===== src/rtl/i2s_rx_pkg.sv =====
package i2s_rx_pkg;
   typedef enum logic {
      CH_LEFT  = 1'b0,
      CH_RIGHT = 1'b1
   } chan_e;
endpackage


===== src/rtl/i2s_rx_sync.sv =====
module i2s_rx_sync #(
   parameter int W      = 3,
   parameter int STAGES = 2
) (
   input  logic         clk,
   input  logic         rst_n,
   input  logic [W-1:0] d_i,
   output logic [W-1:0] q_o
);
   generate
      if (STAGES < 0 || STAGES > 4) begin : g_bad
         $error("i2s_rx_sync: STAGES must be 0..4");
      end
      if (STAGES == 0) begin : g_bypass
         assign q_o = d_i;
      end else begin : g_chain
         logic [W-1:0] stg [STAGES];
         for (genvar s = 0; s < STAGES; s++) begin : g_stage
            always_ff @(posedge clk) begin
               if (!rst_n) stg[s] <= '0;
               else if (s == 0) stg[s] <= d_i;
               else stg[s] <= stg[(s == 0) ? 0 : s-1];
            end
         end
         assign q_o = stg[STAGES-1];
      end
   endgenerate
endmodule


===== src/rtl/i2s_rx_edge.sv =====
module i2s_rx_edge (
   input  logic clk,
   input  logic rst_n,
   input  logic level_i,
   output logic rise_o
);
   logic level_q;
   always_ff @(posedge clk) begin
      if (!rst_n) level_q <= 1'b0;
      else level_q <= level_i;
   end
   assign rise_o = level_i & ~level_q;
endmodule


===== src/rtl/i2s_rx_word_asm.sv =====
module i2s_rx_word_asm #(
   parameter int SAMPLE_W = 24,
   localparam int CNT_W   = $clog2(SAMPLE_W + 1)
) (
   input  logic                clk,
   input  logic                rst_n,
   input  logic                strobe_i,
   input  logic                lr_i,
   input  logic                bit_i,
   output logic                done_o,
   output logic [SAMPLE_W-1:0] data_o,
   output logic [CNT_W-1:0]    len_o,
   output i2s_rx_pkg::chan_e   chan_o
);
   import i2s_rx_pkg::*;
   localparam logic [CNT_W-1:0] FULL = CNT_W'(SAMPLE_W);

   logic [SAMPLE_W-1:0] acc, acc_nxt;
   logic [CNT_W-1:0]    cnt, cnt_nxt;
   logic                lr_prev, seen, armed, boundary;

   always_comb begin
      acc_nxt = acc;
      for (int k = 0; k < SAMPLE_W; k++) begin
         if (CNT_W'(SAMPLE_W - 1 - k) == cnt) acc_nxt[k] = bit_i;
      end
      cnt_nxt = (cnt == FULL) ? cnt : cnt + 1'b1;
   end

   assign boundary = strobe_i & seen & (lr_i != lr_prev);

   always_ff @(posedge clk) begin
      if (!rst_n) begin
         acc     <= '0;
         cnt     <= '0;
         lr_prev <= 1'b0;
         seen    <= 1'b0;
         armed   <= 1'b0;
         done_o  <= 1'b0;
         data_o  <= '0;
         len_o   <= '0;
         chan_o  <= CH_LEFT;
      end else begin
         done_o <= 1'b0;
         if (strobe_i) begin
            lr_prev <= lr_i;
            seen    <= 1'b1;
            if (boundary) begin
               done_o <= armed;
               data_o <= acc_nxt;
               len_o  <= cnt_nxt;
               chan_o <= chan_e'(lr_prev);
               acc    <= '0;
               cnt    <= '0;
               armed  <= 1'b1;
            end else begin
               acc <= acc_nxt;
               cnt <= cnt_nxt;
            end
         end
      end
   end
endmodule


===== src/rtl/i2s_rx_pair.sv =====
module i2s_rx_pair #(
   parameter int SAMPLE_W = 24,
   parameter int MIN_BITS = 16,
   localparam int CNT_W   = $clog2(SAMPLE_W + 1)
) (
   input  logic                clk,
   input  logic                rst_n,
   input  logic                done_i,
   input  logic [SAMPLE_W-1:0] data_i,
   input  logic [CNT_W-1:0]    len_i,
   input  i2s_rx_pkg::chan_e   chan_i,
   output logic [SAMPLE_W-1:0] left_o,
   output logic [SAMPLE_W-1:0] right_o,
   output logic [CNT_W-1:0]    len_o,
   output logic                frame_vld_o,
   output logic                fmt_err_o
);
   import i2s_rx_pkg::*;
   logic [SAMPLE_W-1:0] pend;
   logic                left_ok, too_short;

   assign too_short = len_i < CNT_W'(MIN_BITS);

   always_ff @(posedge clk) begin
      if (!rst_n) begin
         pend        <= '0;
         left_ok     <= 1'b0;
         left_o      <= '0;
         right_o     <= '0;
         len_o       <= '0;
         frame_vld_o <= 1'b0;
         fmt_err_o   <= 1'b0;
      end else begin
         frame_vld_o <= 1'b0;
         fmt_err_o   <= 1'b0;
         if (done_i) begin
            if (too_short) begin
               fmt_err_o <= 1'b1;
               left_ok   <= 1'b0;
            end else if (chan_i == CH_LEFT) begin
               pend    <= data_i;
               left_ok <= 1'b1;
            end else begin
               left_ok <= 1'b0;
               if (left_ok) begin
                  left_o      <= pend;
                  right_o     <= data_i;
                  len_o       <= len_i;
                  frame_vld_o <= 1'b1;
               end
            end
         end
      end
   end
endmodule


===== src/rtl/i2s_autolen_rx.sv =====
module i2s_autolen_rx #(
   parameter int SAMPLE_W    = 24,
   parameter int MIN_BITS    = 16,
   parameter int SYNC_STAGES = 2,
   localparam int LEN_W      = $clog2(SAMPLE_W + 1)
) (
   input  logic                clk,
   input  logic                rst_n,
   input  logic                sclk_i,
   input  logic                lrck_i,
   input  logic                sdata_i,
   output logic [SAMPLE_W-1:0] left_o,
   output logic [SAMPLE_W-1:0] right_o,
   output logic [LEN_W-1:0]    len_o,
   output logic                frame_vld_o,
   output logic                fmt_err_o
);
   import i2s_rx_pkg::*;

   generate
      if (MIN_BITS < 1 || MIN_BITS > SAMPLE_W) begin : g_bad_min
         $error("i2s_autolen_rx: MIN_BITS must be 1..SAMPLE_W");
      end
   endgenerate

   logic [2:0] raw, syn;
   logic       bit_stb, w_done;
   logic [SAMPLE_W-1:0] w_data;
   logic [LEN_W-1:0]    w_len;
   chan_e               w_chan;

   assign raw = {sclk_i, lrck_i, sdata_i};

   i2s_rx_sync #(.W(3), .STAGES(SYNC_STAGES)) u_sync (
      .clk(clk), .rst_n(rst_n), .d_i(raw), .q_o(syn));

   i2s_rx_edge u_edge (
      .clk(clk), .rst_n(rst_n), .level_i(syn[2]), .rise_o(bit_stb));

   i2s_rx_word_asm #(.SAMPLE_W(SAMPLE_W)) u_asm (
      .clk(clk), .rst_n(rst_n), .strobe_i(bit_stb),
      .lr_i(syn[1]), .bit_i(syn[0]),
      .done_o(w_done), .data_o(w_data), .len_o(w_len), .chan_o(w_chan));

   i2s_rx_pair #(.SAMPLE_W(SAMPLE_W), .MIN_BITS(MIN_BITS)) u_pair (
      .clk(clk), .rst_n(rst_n), .done_i(w_done), .data_i(w_data),
      .len_i(w_len), .chan_i(w_chan),
      .left_o(left_o), .right_o(right_o), .len_o(len_o),
      .frame_vld_o(frame_vld_o), .fmt_err_o(fmt_err_o));
endmodule


===== config.mk =====
export PLATFORM = sky130hd
export DESIGN_NAME = i2s_autolen_rx
export DESIGN_NICKNAME = d
export VERILOG_FILES = /design/src/rtl/i2s_rx_pkg.sv /design/src/rtl/i2s_rx_sync.sv /design/src/rtl/i2s_rx_edge.sv /design/src/rtl/i2s_rx_word_asm.sv /design/src/rtl/i2s_rx_pair.sv /design/src/rtl/i2s_autolen_rx.sv
export SDC_FILE = /design/constraint.sdc
export NUM_CORES = 1
export LEC_CHECK = 0
export BUFFER_PORTS_ARGS = -buffer_cell sky130_fd_sc_hd__buf_4
export CORE_MARGIN = 10
export CORE_UTILIZATION = 45
export DETAILED_ROUTE_END_ITERATION = 8
export GPL_TIMING_DRIVEN = 0
export PLACE_DENSITY = 0.74
export SLEW_MARGIN = 20
export SYNTH_ARGS = -nofsm -noshare
export SYNTH_HDL_FRONTEND = slang
export SYNTH_SLANG_ARGS = --single-unit

===== constraint.sdc =====
create_clock -name clk -period 1.7 [get_ports clk]
set_input_delay 0.17 -clock clk [delete_from_list [all_inputs] [get_ports clk]]
set_output_delay 0.17 -clock clk [all_outputs]
set_load 0.05 [all_outputs]

==> metrics.txt, run 1 <==
# TYPE chip_impl_metric gauge
chip_impl_metric{name="synth-edff-count",unit=""} 0
chip_impl_metric{name="seq_area_frac_synth",unit=""} 0.498
chip_impl_metric{name="worst-path-max-fanout",unit=""} 6
chip_impl_metric{name="grt_pass1_vias",unit=""} 4964
chip_impl_metric{name="maxCapViolCount",unit=""} 0
chip_impl_metric{name="slew-limit-headroom",unit=""} 0.531
chip_impl_metric{name="path_buf_inv",unit=""} 0
chip_impl_metric{name="post-place-cells",unit=""} 873
chip_impl_info{name="yosys.area.top_type",value="sky130_fd_sc_hd__dfxtp_1"} 1
chip_impl_metric{name="fin_skew",unit="ns"} 0.00616
chip_impl_info{name="run_status",value="completed"} 1
chip_impl_metric{name="power_per_cell_area",unit="nW/um2"} 1060
chip_impl_metric{name="synth-async-reset-ratio",unit=""} 0
chip_impl_metric{name="p_leak",unit="nW"} 2.66
chip_impl_info{name="rsz0062_at_grt",value="false"} 1
chip_impl_metric{name="final_worst_path_setup_slack",unit="ns"} 0.0636
chip_impl_metric{name="report.final.hold_viol_count",unit=""} 0
chip_impl_metric{name="ys.warnings.count",unit=""} 0
chip_impl_metric{name="port_buffers",unit=""} 59
chip_impl_metric{name="p_total",unit="mW"} 7.81
chip_impl_metric{name="antenna_violations_before_repair",unit=""} 0
chip_impl_info{name="timing.critical_path.cells",value="ha_2 -> and3_1 -> ha_1 -> mux2i_2 -> a211oi_2"} 1
chip_impl_metric{name="totalWireLength",unit="um"} 15000
chip_impl_metric{name="drt_drc_violations_left",unit=""} 0
chip_impl_metric{name="clock_sinks",unit=""} 150
chip_impl_metric{name="ios",unit=""} 60
chip_impl_metric{name="first_iter_violations",unit=""} 302
chip_impl_metric{name="syn_inst_count",unit=""} 638
chip_impl_metric{name="synth_fp_nets",unit=""} 649
chip_impl_metric{name="congestion_overflow_gr",unit=""} 0
chip_impl_metric{name="insertedDiodeCount",unit=""} 0
chip_impl_info{name="slowest_stage",value="sky130_fd_sc_hd__dfxtp_1"} 1
chip_impl_metric{name="worst-endpoint-required",unit="ns"} 1.98
chip_impl_info{name="criticalPathCategory",value="reg2reg"} 1
chip_impl_metric{name="final.fill_count",unit=""} 1108
chip_impl_metric{name="final-max-slew-violation-count",unit=""} 0
chip_impl_metric{name="initial_core_util",unit=""} 0.457
chip_impl_metric{name="globalplace.congestion",unit=""} 0.870
chip_impl_metric{name="dpl.hpwl",unit="um"} 10600
chip_impl_metric{name="netlist_area",unit="um2"} 6030
chip_impl_info{name="clock_tree_from_tritoncts",value="yes"} 1
chip_impl_metric{name="final_core_utilization",unit=""} 0.561
chip_impl_metric{name="ant_nets",unit=""} 0
chip_impl_info{name="path_type_of_the_worst_min_delay_path",value="in2reg"} 1
chip_impl_metric{name="clock_insertion_delay_at_the_later_pin_of_the_skew_report",unit="ns"} 0.43
chip_impl_metric{name="cts_buffer_count",unit=""} 17
chip_impl_info{name="critical_path.top_delay_family",value="adder cells"} 1
chip_impl_metric{name="crit_path_max_incr_delay",unit="ns"} 0.45
chip_impl_metric{name="route.detailed.wl_per_inst",unit="um"} 16.5
chip_impl_metric{name="vias_per_cell",unit=""} 5.34
chip_impl_metric{name="clk_path_buf_depth",unit=""} 2
chip_impl_metric{name="fp.dieW",unit="um"} 136
chip_impl_metric{name="first_pass_iters",unit=""} 5
chip_impl_metric{name="htreeDepth",unit=""} 4
chip_impl_metric{name="fp.dieArea",unit="um2"} 18400
chip_impl_info{name="ys_top_cells_by_area",value="sky130_fd_sc_hd__dfxtp_1, sky130_fd_sc_hd__nand2_1, sky130_fd_sc_hd__a21oi_1"} 1
chip_impl_metric{name="drive_gt1_frac",unit=""} 0.220
chip_impl_metric{name="ffs_latches_synth",unit=""} 150
chip_impl_metric{name="via_count",unit=""} 4852
chip_impl_metric{name="avgSynthCellArea",unit="um2"} 9.45
chip_impl_info{name="commonest_non_fill_non_tap_cells_in_the_layout",value="sky130_fd_sc_hd__nand2_1, sky130_fd_sc_hd__dfxtp_1, sky130_fd_sc_hd__a21oi_1, sky130_fd_sc_hd__buf_4"} 1
chip_impl_metric{name="number_of_placement_rows",unit=""} 42
chip_impl_info{name="crit_path_end_kind",value="flop"} 1
chip_impl_info{name="synth_top_flop_cell",value="sky130_fd_sc_hd__dfxtp_1"} 1
chip_impl_info{name="startpoint_type",value="flop"} 1
chip_impl_metric{name="fmaxAchievable",unit="MHz"} 611
chip_impl_metric{name="synth.distinct_cells",unit=""} 43
chip_impl_metric{name="synth_to_final_area_change",unit="%"} 22.6
chip_impl_metric{name="fin_cells",unit=""} 908
chip_impl_metric{name="finalWorstPathRequiredPeriod",unit="ns"} 1.64
chip_impl_metric{name="num-nets-final",unit=""} 731
chip_impl_metric{name="global_route_wire_length_before_repair",unit="um"} 24300
chip_impl_metric{name="floorplan.core_area",unit="um2"} 13200
chip_impl_metric{name="grt_max_degree",unit=""} 17
chip_impl_metric{name="critical_path_arrival",unit="ns"} 1.91
chip_impl_metric{name="clk_transition_reported_paths",unit="ns"} 0.06
chip_impl_metric{name="yosysTopAreaCellShare",unit=""} 0.498
chip_impl_metric{name="setup_tns",unit="ns"} 0
chip_impl_metric{name="finalSetupViolCount",unit=""} 0
chip_impl_metric{name="tightestPinTransition",unit="ns"} 0.704
chip_impl_metric{name="gr-usage-all-layers",unit=""} 0.164
chip_impl_info{name="most_common_library_cell_in_the_layout_ignoring_fill_and_taps",value="sky130_fd_sc_hd__nand2_1"} 1
chip_impl_metric{name="die_height",unit="um"} 136
chip_impl_metric{name="finalCritPeriodShare",unit=""} 0.963
chip_impl_metric{name="preCtsSetupSlack",unit="ns"} -0.167
chip_impl_info{name="cts.root.buffer_cell",value="sky130_fd_sc_hd__clkbuf_16"} 1
chip_impl_metric{name="vdd.ir_drop.worst",unit="V"} 0.000628
repair_timing:
item / 4_1_cts / 5_1_grt
setup buffers: 1 / 0
hold buffers: 3 / 0
gates cloned: 0 / 0
hold endpoints to repair: 3 / 0
endpoints found under the setup margin: 4 / 14
gates resized for setup: 2 / 9
power breakdown:
part           leakage [nW]  total (mW)  internal, mW  switching, mW
Combinational          1.15       0.210        0.0647          0.145
Clock                 0.309        4.07          2.60           1.46
Sequential             1.21        3.54          3.53         0.0109
final timing paths:
kind / from / end / slack, ns / cells after the start
worst max-delay path: u_asm.cnt[0] / u_asm.data_o[8] / 0.06 / 5
worst min-delay path: rst_n / u_asm.len_o[0] / 0.09 / 3
worst max register to register: u_asm.cnt[0] / u_asm.data_o[8] / 0.06 / 5
worst min register to register: u_sync.g_chain.stg[0][1] / u_sync.g_chain.stg[1][1] / 0.43 / 1
kinds of logic after synthesis:
kind of cell / after synthesis / share of synthesized area
AO/OA/AOI/OAI: 174 / 0.196
buffers and inverters: 59 / 0.0529
AND/OR/NAND/NOR: 219 / 0.191
flip-flops: 150 / 0.498
XOR/XNOR: 5 / 0.00851
adder cells (fa/ha/maj): 6 / 0.0125
multiplexers: 25 / 0.0415
tightest hold or removal path, delay by kind of cell:
kind,cells,cell delay [ns]
buffers and inverters,1,0.16
AO/OA/AOI/OAI,1,0.06
AND/OR/NAND/NOR,1,0.08
per-stage QoR:
stage / cell area (um2) / hold slack, ns
after floorplan: 6030 / 0.297
after global placement: 6690 / 0.379
after detailed placement: 6690 / 0.380
after CTS: 7370 / 0.0789
after global routing: 7390 / 0.104
final: 7390 / 0.0948
sequential cells by signal, indices dropped and copies added, names as in the netlist:
register,flops
u_asm.armed,1
u_pair.left_o,24
u_asm.seen,1
u_asm.len_o,5
u_asm.done_o,1
u_pair.fmt_err_o,1
u_asm.lr_prev,1
u_asm.chan_o,1
u_edge.level_q,1
u_pair.len_o,5
u_pair.pend,24
u_pair.frame_vld_o,1
u_asm.data_o,24
u_asm.cnt,5
u_pair.left_ok,1
u_pair.right_o,24
u_sync.g_chain.stg,6
u_asm.acc,24
synthesized netlist by cell type, drive strengths merged (2+ instances only):
| cell | instances |
|---|---|
| nand2 | 160 |
| dfxtp | 150 |
| a21oi | 110 |
| buf | 30 |
| a211oi | 26 |
| mux2i | 25 |
| o2bb2ai | 25 |
| clkbuf | 23 |
| and4bb | 11 |
| and2 | 8 |
| nand4b | 8 |
| nor2 | 7 |
| ha | 6 |
| inv | 6 |
| o21ai | 6 |
| nand3 | 4 |
| nor4b | 4 |
| nand3b | 3 |
| xor2 | 3 |
| and3 | 2 |
| and3b | 2 |
| nand2b | 2 |
| nand4 | 2 |
| nor2b | 2 |
| o22ai | 2 |
| xnor2 | 2 |
per-layer routing:
layer,GRT usage,wire (um),up-vias
met1,0.187,6400,2289
met5,0,0,-
met4,0.0754,348,0
met3,0.0523,925,31
li1,-,-,2394
met2,0.273,7290,138
area by class of cell:
| cell class | instances | area (um2) | area share |
|---|---|---|---|
| clock inverter | 11 | 199 | 0.0269 |
| tap | 176 | 220 | 0.0298 |
| buffer | 53 | 300 | 0.0406 |
| timing repair buffer | 63 | 480 | 0.0650 |
| multi-input combinational | 429 | 2730 | 0.369 |
| clock buffer | 20 | 437 | 0.0591 |
| sequential | 150 | 3000 | 0.406 |
| inverter | 6 | 22.5 | 0.00305 |
Note: power is estimated with default switching activity, not from simulation.
==> run 2: changes to the inputs <==
--- a/config.mk
+++ b/config.mk
@@ -5,12 +5,13 @@
 export SDC_FILE = /design/constraint.sdc
 export NUM_CORES = 1
 export LEC_CHECK = 0
+export ABC_AREA = 1
 export BUFFER_PORTS_ARGS = -buffer_cell sky130_fd_sc_hd__buf_4
 export CORE_MARGIN = 10
 export CORE_UTILIZATION = 45
 export DETAILED_ROUTE_END_ITERATION = 8
 export GPL_TIMING_DRIVEN = 0
-export PLACE_DENSITY = 0.74
+export PLACE_DENSITY = 0.75
 export SLEW_MARGIN = 20
 export SYNTH_ARGS = -nofsm -noshare
 export SYNTH_HDL_FRONTEND = slang
==> constraint.sdc (replaced) <==
create_clock -name clk -period 1.65 [get_ports clk]
set_input_delay 0.165 -clock clk [delete_from_list [all_inputs] [get_ports clk]]
set_output_delay 0.165 -clock clk [all_outputs]
set_load 0.05 [all_outputs]
==> metrics.txt, run 2 <==
# TYPE chip_impl_metric gauge
chip_impl_metric{name="route.detailed.wl_per_inst",unit="um"} 13.6
chip_impl_info{name="crit_path_end_kind",value="flop"} 1
chip_impl_metric{name="p_sw_frac",unit=""} 0.208
chip_impl_metric{name="comb_power_share",unit=""} 0.024
chip_impl_metric{name="preCtsSetupSlack",unit="ns"} 0.117
chip_impl_metric{name="tightestPinTransition",unit="ns"} 0.588
chip_impl_metric{name="first_iter_violations",unit=""} 402
chip_impl_info{name="commonest_non_fill_non_tap_cells_in_the_layout",value="sky130_fd_sc_hd__nor2_1, sky130_fd_sc_hd__nand2_1, sky130_fd_sc_hd__dfxtp_1, sky130_fd_sc_hd__o21ai_0, sky130_fd_sc_hd__buf_4"} 1
chip_impl_metric{name="fmaxAchievable",unit="MHz"} 667
chip_impl_metric{name="post_cts_buffers",unit=""} 0
chip_impl_info{name="ys_top_cells_by_area",value="sky130_fd_sc_hd__dfxtp_1, sky130_fd_sc_hd__nor2_1, sky130_fd_sc_hd__nand2_1"} 1
chip_impl_info{name="rsz0062_at_grt",value="false"} 1
chip_impl_metric{name="final.fill_count",unit=""} 1190
chip_impl_metric{name="fin_skew",unit="ns"} 0.00662
chip_impl_metric{name="power_per_cell_area",unit="nW/um2"} 1110
chip_impl_metric{name="antenna_violations_before_repair",unit=""} 0
chip_impl_metric{name="vias_per_cell",unit=""} 4.96
chip_impl_info{name="yosys.area.top_type",value="sky130_fd_sc_hd__dfxtp_1"} 1
chip_impl_metric{name="part_of_the_total_power_dissipated_in_sequential_elements",unit=""} 0.461
chip_impl_metric{name="worst-path-max-fanout",unit=""} 10
chip_impl_metric{name="hold-worst-slack",unit="ns"} 0.174
chip_impl_metric{name="slew-limit-headroom",unit=""} 0.608
chip_impl_metric{name="clock_power_share",unit=""} 0.514
chip_impl_metric{name="maxCapViolCount",unit=""} 0
chip_impl_metric{name="yosysTopAreaCellShare",unit=""} 0.518
chip_impl_metric{name="p_int",unit="mW"} 6.26
chip_impl_metric{name="clk_transition_reported_paths",unit="ns"} 0.06
chip_impl_metric{name="synth_to_final_area_change",unit="%"} 22.7
chip_impl_metric{name="final_core_utilization",unit=""} 0.564
chip_impl_metric{name="p_total",unit="mW"} 7.90
chip_impl_metric{name="syn_inst_count",unit=""} 787
chip_impl_metric{name="fp.dieArea",unit="um2"} 17800
chip_impl_metric{name="synth.distinct_cells",unit=""} 24
chip_impl_info{name="slowest_stage",value="sky130_fd_sc_hd__dfxtp_1"} 1
chip_impl_metric{name="vdd.ir_drop.worst",unit="V"} 0.000655
chip_impl_metric{name="crit_path_max_incr_delay",unit="ns"} 0.40
chip_impl_metric{name="clk_path_buf_depth",unit=""} 2
chip_impl_metric{name="setup_tns",unit="ns"} 0
chip_impl_metric{name="finalCritPeriodShare",unit=""} 0.908
chip_impl_metric{name="post-place-cells",unit=""} 1017
chip_impl_metric{name="die_height",unit="um"} 134
chip_impl_info{name="run_status",value="completed"} 1
chip_impl_metric{name="report.final.hold_viol_count",unit=""} 0
chip_impl_metric{name="fp.dieW",unit="um"} 134
chip_impl_metric{name="drt_drc_violations_left",unit=""} 0
chip_impl_metric{name="seq_area_frac_synth",unit=""} 0.518
chip_impl_metric{name="grt_max_degree",unit=""} 17
chip_impl_metric{name="cts_buffer_count",unit=""} 17
chip_impl_metric{name="synth_fp_nets",unit=""} 798
chip_impl_metric{name="synth-async-reset-ratio",unit=""} 0
chip_impl_metric{name="p_leak",unit="nW"} 3.11
chip_impl_info{name="synthTopCellsByCount",value="sky130_fd_sc_hd__nor2_1, sky130_fd_sc_hd__nand2_1, sky130_fd_sc_hd__dfxtp_1"} 1
chip_impl_metric{name="congestion_overflow_gr",unit=""} 0
chip_impl_metric{name="insertedDiodeCount",unit=""} 0
chip_impl_info{name="criticalPathCategory",value="reg2reg"} 1
chip_impl_metric{name="avgSynthCellArea",unit="um2"} 7.37
chip_impl_metric{name="number_of_placement_rows",unit=""} 41
chip_impl_info{name="leading_cell_type_by_number_of_instances_after_synthesis",value="sky130_fd_sc_hd__nor2_1"} 1
chip_impl_metric{name="p_switching",unit="mW"} 1.64
chip_impl_metric{name="ffs_latches_synth",unit=""} 150
chip_impl_info{name="path_type_of_the_worst_min_delay_path",value="in2reg"} 1
chip_impl_metric{name="totalWireLength",unit="um"} 14300
chip_impl_metric{name="ant_nets",unit=""} 0
chip_impl_metric{name="finalWorstPathRequiredPeriod",unit="ns"} 1.50
chip_impl_metric{name="htreeDepth",unit=""} 4
chip_impl_metric{name="dpl.hpwl",unit="um"} 10400
chip_impl_metric{name="critical_path_arrival",unit="ns"} 1.81
chip_impl_metric{name="drive_gt1_frac",unit=""} 0.145
chip_impl_metric{name="ios",unit=""} 60
chip_impl_metric{name="initial_core_util",unit=""} 0.459
chip_impl_metric{name="ys.warnings.count",unit=""} 0
chip_impl_metric{name="global_route_wire_length_before_repair",unit="um"} 23800
chip_impl_metric{name="clock_insertion_delay_at_the_later_pin_of_the_skew_report",unit="ns"} 0.43
chip_impl_info{name="most_common_library_cell_in_the_layout_ignoring_fill_and_taps",value="sky130_fd_sc_hd__nor2_1"} 1
chip_impl_metric{name="final_worst_path_setup_slack",unit="ns"} 0.152
chip_impl_metric{name="via_count",unit=""} 5222
chip_impl_metric{name="fin_cells",unit=""} 1052
chip_impl_metric{name="netlist_area",unit="um2"} 5800
chip_impl_info{name="timing.critical_path.cells",value="nand4_2 -> clkbuf_2 -> clkbuf_1 -> o21ai_0 -> nor2_1"} 1
chip_impl_info{name="startpoint_type",value="flop"} 1
chip_impl_metric{name="globalplace.congestion",unit=""} 0.906
chip_impl_metric{name="clock_sinks",unit=""} 150
chip_impl_metric{name="num-nets-final",unit=""} 878
chip_impl_metric{name="gr-usage-all-layers",unit=""} 0.163
chip_impl_metric{name="floorplan.core_area",unit="um2"} 12600
chip_impl_metric{name="finalSetupViolCount",unit=""} 0
chip_impl_metric{name="placed_cell_area",unit="um2"} 6450
chip_impl_metric{name="synth-edff-count",unit=""} 0
chip_impl_metric{name="worst-endpoint-required",unit="ns"} 1.97
chip_impl_metric{name="final-max-slew-violation-count",unit=""} 0
chip_impl_metric{name="final_cell_area",unit="um2"} 7110
chip_impl_metric{name="grt_pass1_vias",unit=""} 4874
chip_impl_metric{name="port_buffers",unit=""} 58
chip_impl_info{name="synth_top_flop_cell",value="sky130_fd_sc_hd__dfxtp_1"} 1
chip_impl_info{name="cts.root.buffer_cell",value="sky130_fd_sc_hd__clkbuf_16"} 1
chip_impl_info{name="clock_tree_from_tritoncts",value="yes"} 1
chip_impl_metric{name="first_pass_iters",unit=""} 5
run 2: path summary, 6_finish.rpt:
| check | start | to | slack [ns] | depth (start not counted) |
|---|---|---|---|---|
| worst max register to register | u_asm.len_o[4] | u_pair.right_o[9] | 0.15 | 5 |
| worst min register to register | u_sync.g_chain.stg[0][0] | u_sync.g_chain.stg[1][0] | 0.41 | 2 |
| worst max-delay path | u_asm.len_o[4] | u_pair.right_o[9] | 0.15 | 5 |
| worst min-delay path | rst_n | u_asm.done_o | 0.17 | 3 |
run 2: critical path: cells and delay by family, from the launching register on:
family | cells | cell delay [ns]
AOI/OAI and AO/OA | 1 | 0.24
buffers and inverters | 2 | 0.49
DFF | 1 | 0.40
and+or+nand+nor | 2 | 0.26
run 2: final cells by class:
class / instances / area (um2) / area share
plain buffers: 50 / 255 / 0.0359
clock buffers: 20 / 447 / 0.0628
clock inverters: 12 / 174 / 0.0245
inverters: 37 / 139 / 0.0195
multi-input cells: 550 / 2410 / 0.339
flip-flops and latches: 150 / 3010 / 0.423
well taps: 172 / 215 / 0.0303
repair buffers: 61 / 465 / 0.0654
run 2: what timing repair did:
action,CTS,global route
hold buffers,3,0
hold endpoints to repair,3,0
setup endpoints to repair,0,30
resized for setup,0,6
run 2: power groups by stage:
stage	clock network [mW]	logic, mW	registers [mW]
final	4.07	0.191	3.65
after global routing	4.29	0.214	3.65
after CTS	4.12	0.190	3.65
after detailed placement	0	0.183	3.73
after global placement	0	0.182	3.73
after floorplan	0	0.125	3.72
run 2: cells by family (layout without fill, tap and decap cells):
family	after synthesis	in the layout	share of synthesized area
AOI/OAI and AO/OA	155	155	0.134
DFF	150	150	0.518
buffers and inverters	87	180	0.0680
xor gates and xnor gates	1	1	0.00151
and+or+nand+nor	388	388	0.265
adders and majority gates	6	6	0.0130
run 2: layer usage:
| metal | GRT usage | wire length (um) | vias to the layer above |
|---|---|---|---|
| met5 | 0 | 0 | - |
| met4 | 0.0653 | 271 | 0 |
| met3 | 0.0432 | 845 | 30 |
| met2 | 0.270 | 6730 | 151 |
| met1 | 0.196 | 6460 | 2387 |
| li1 | - | - | 2654 |
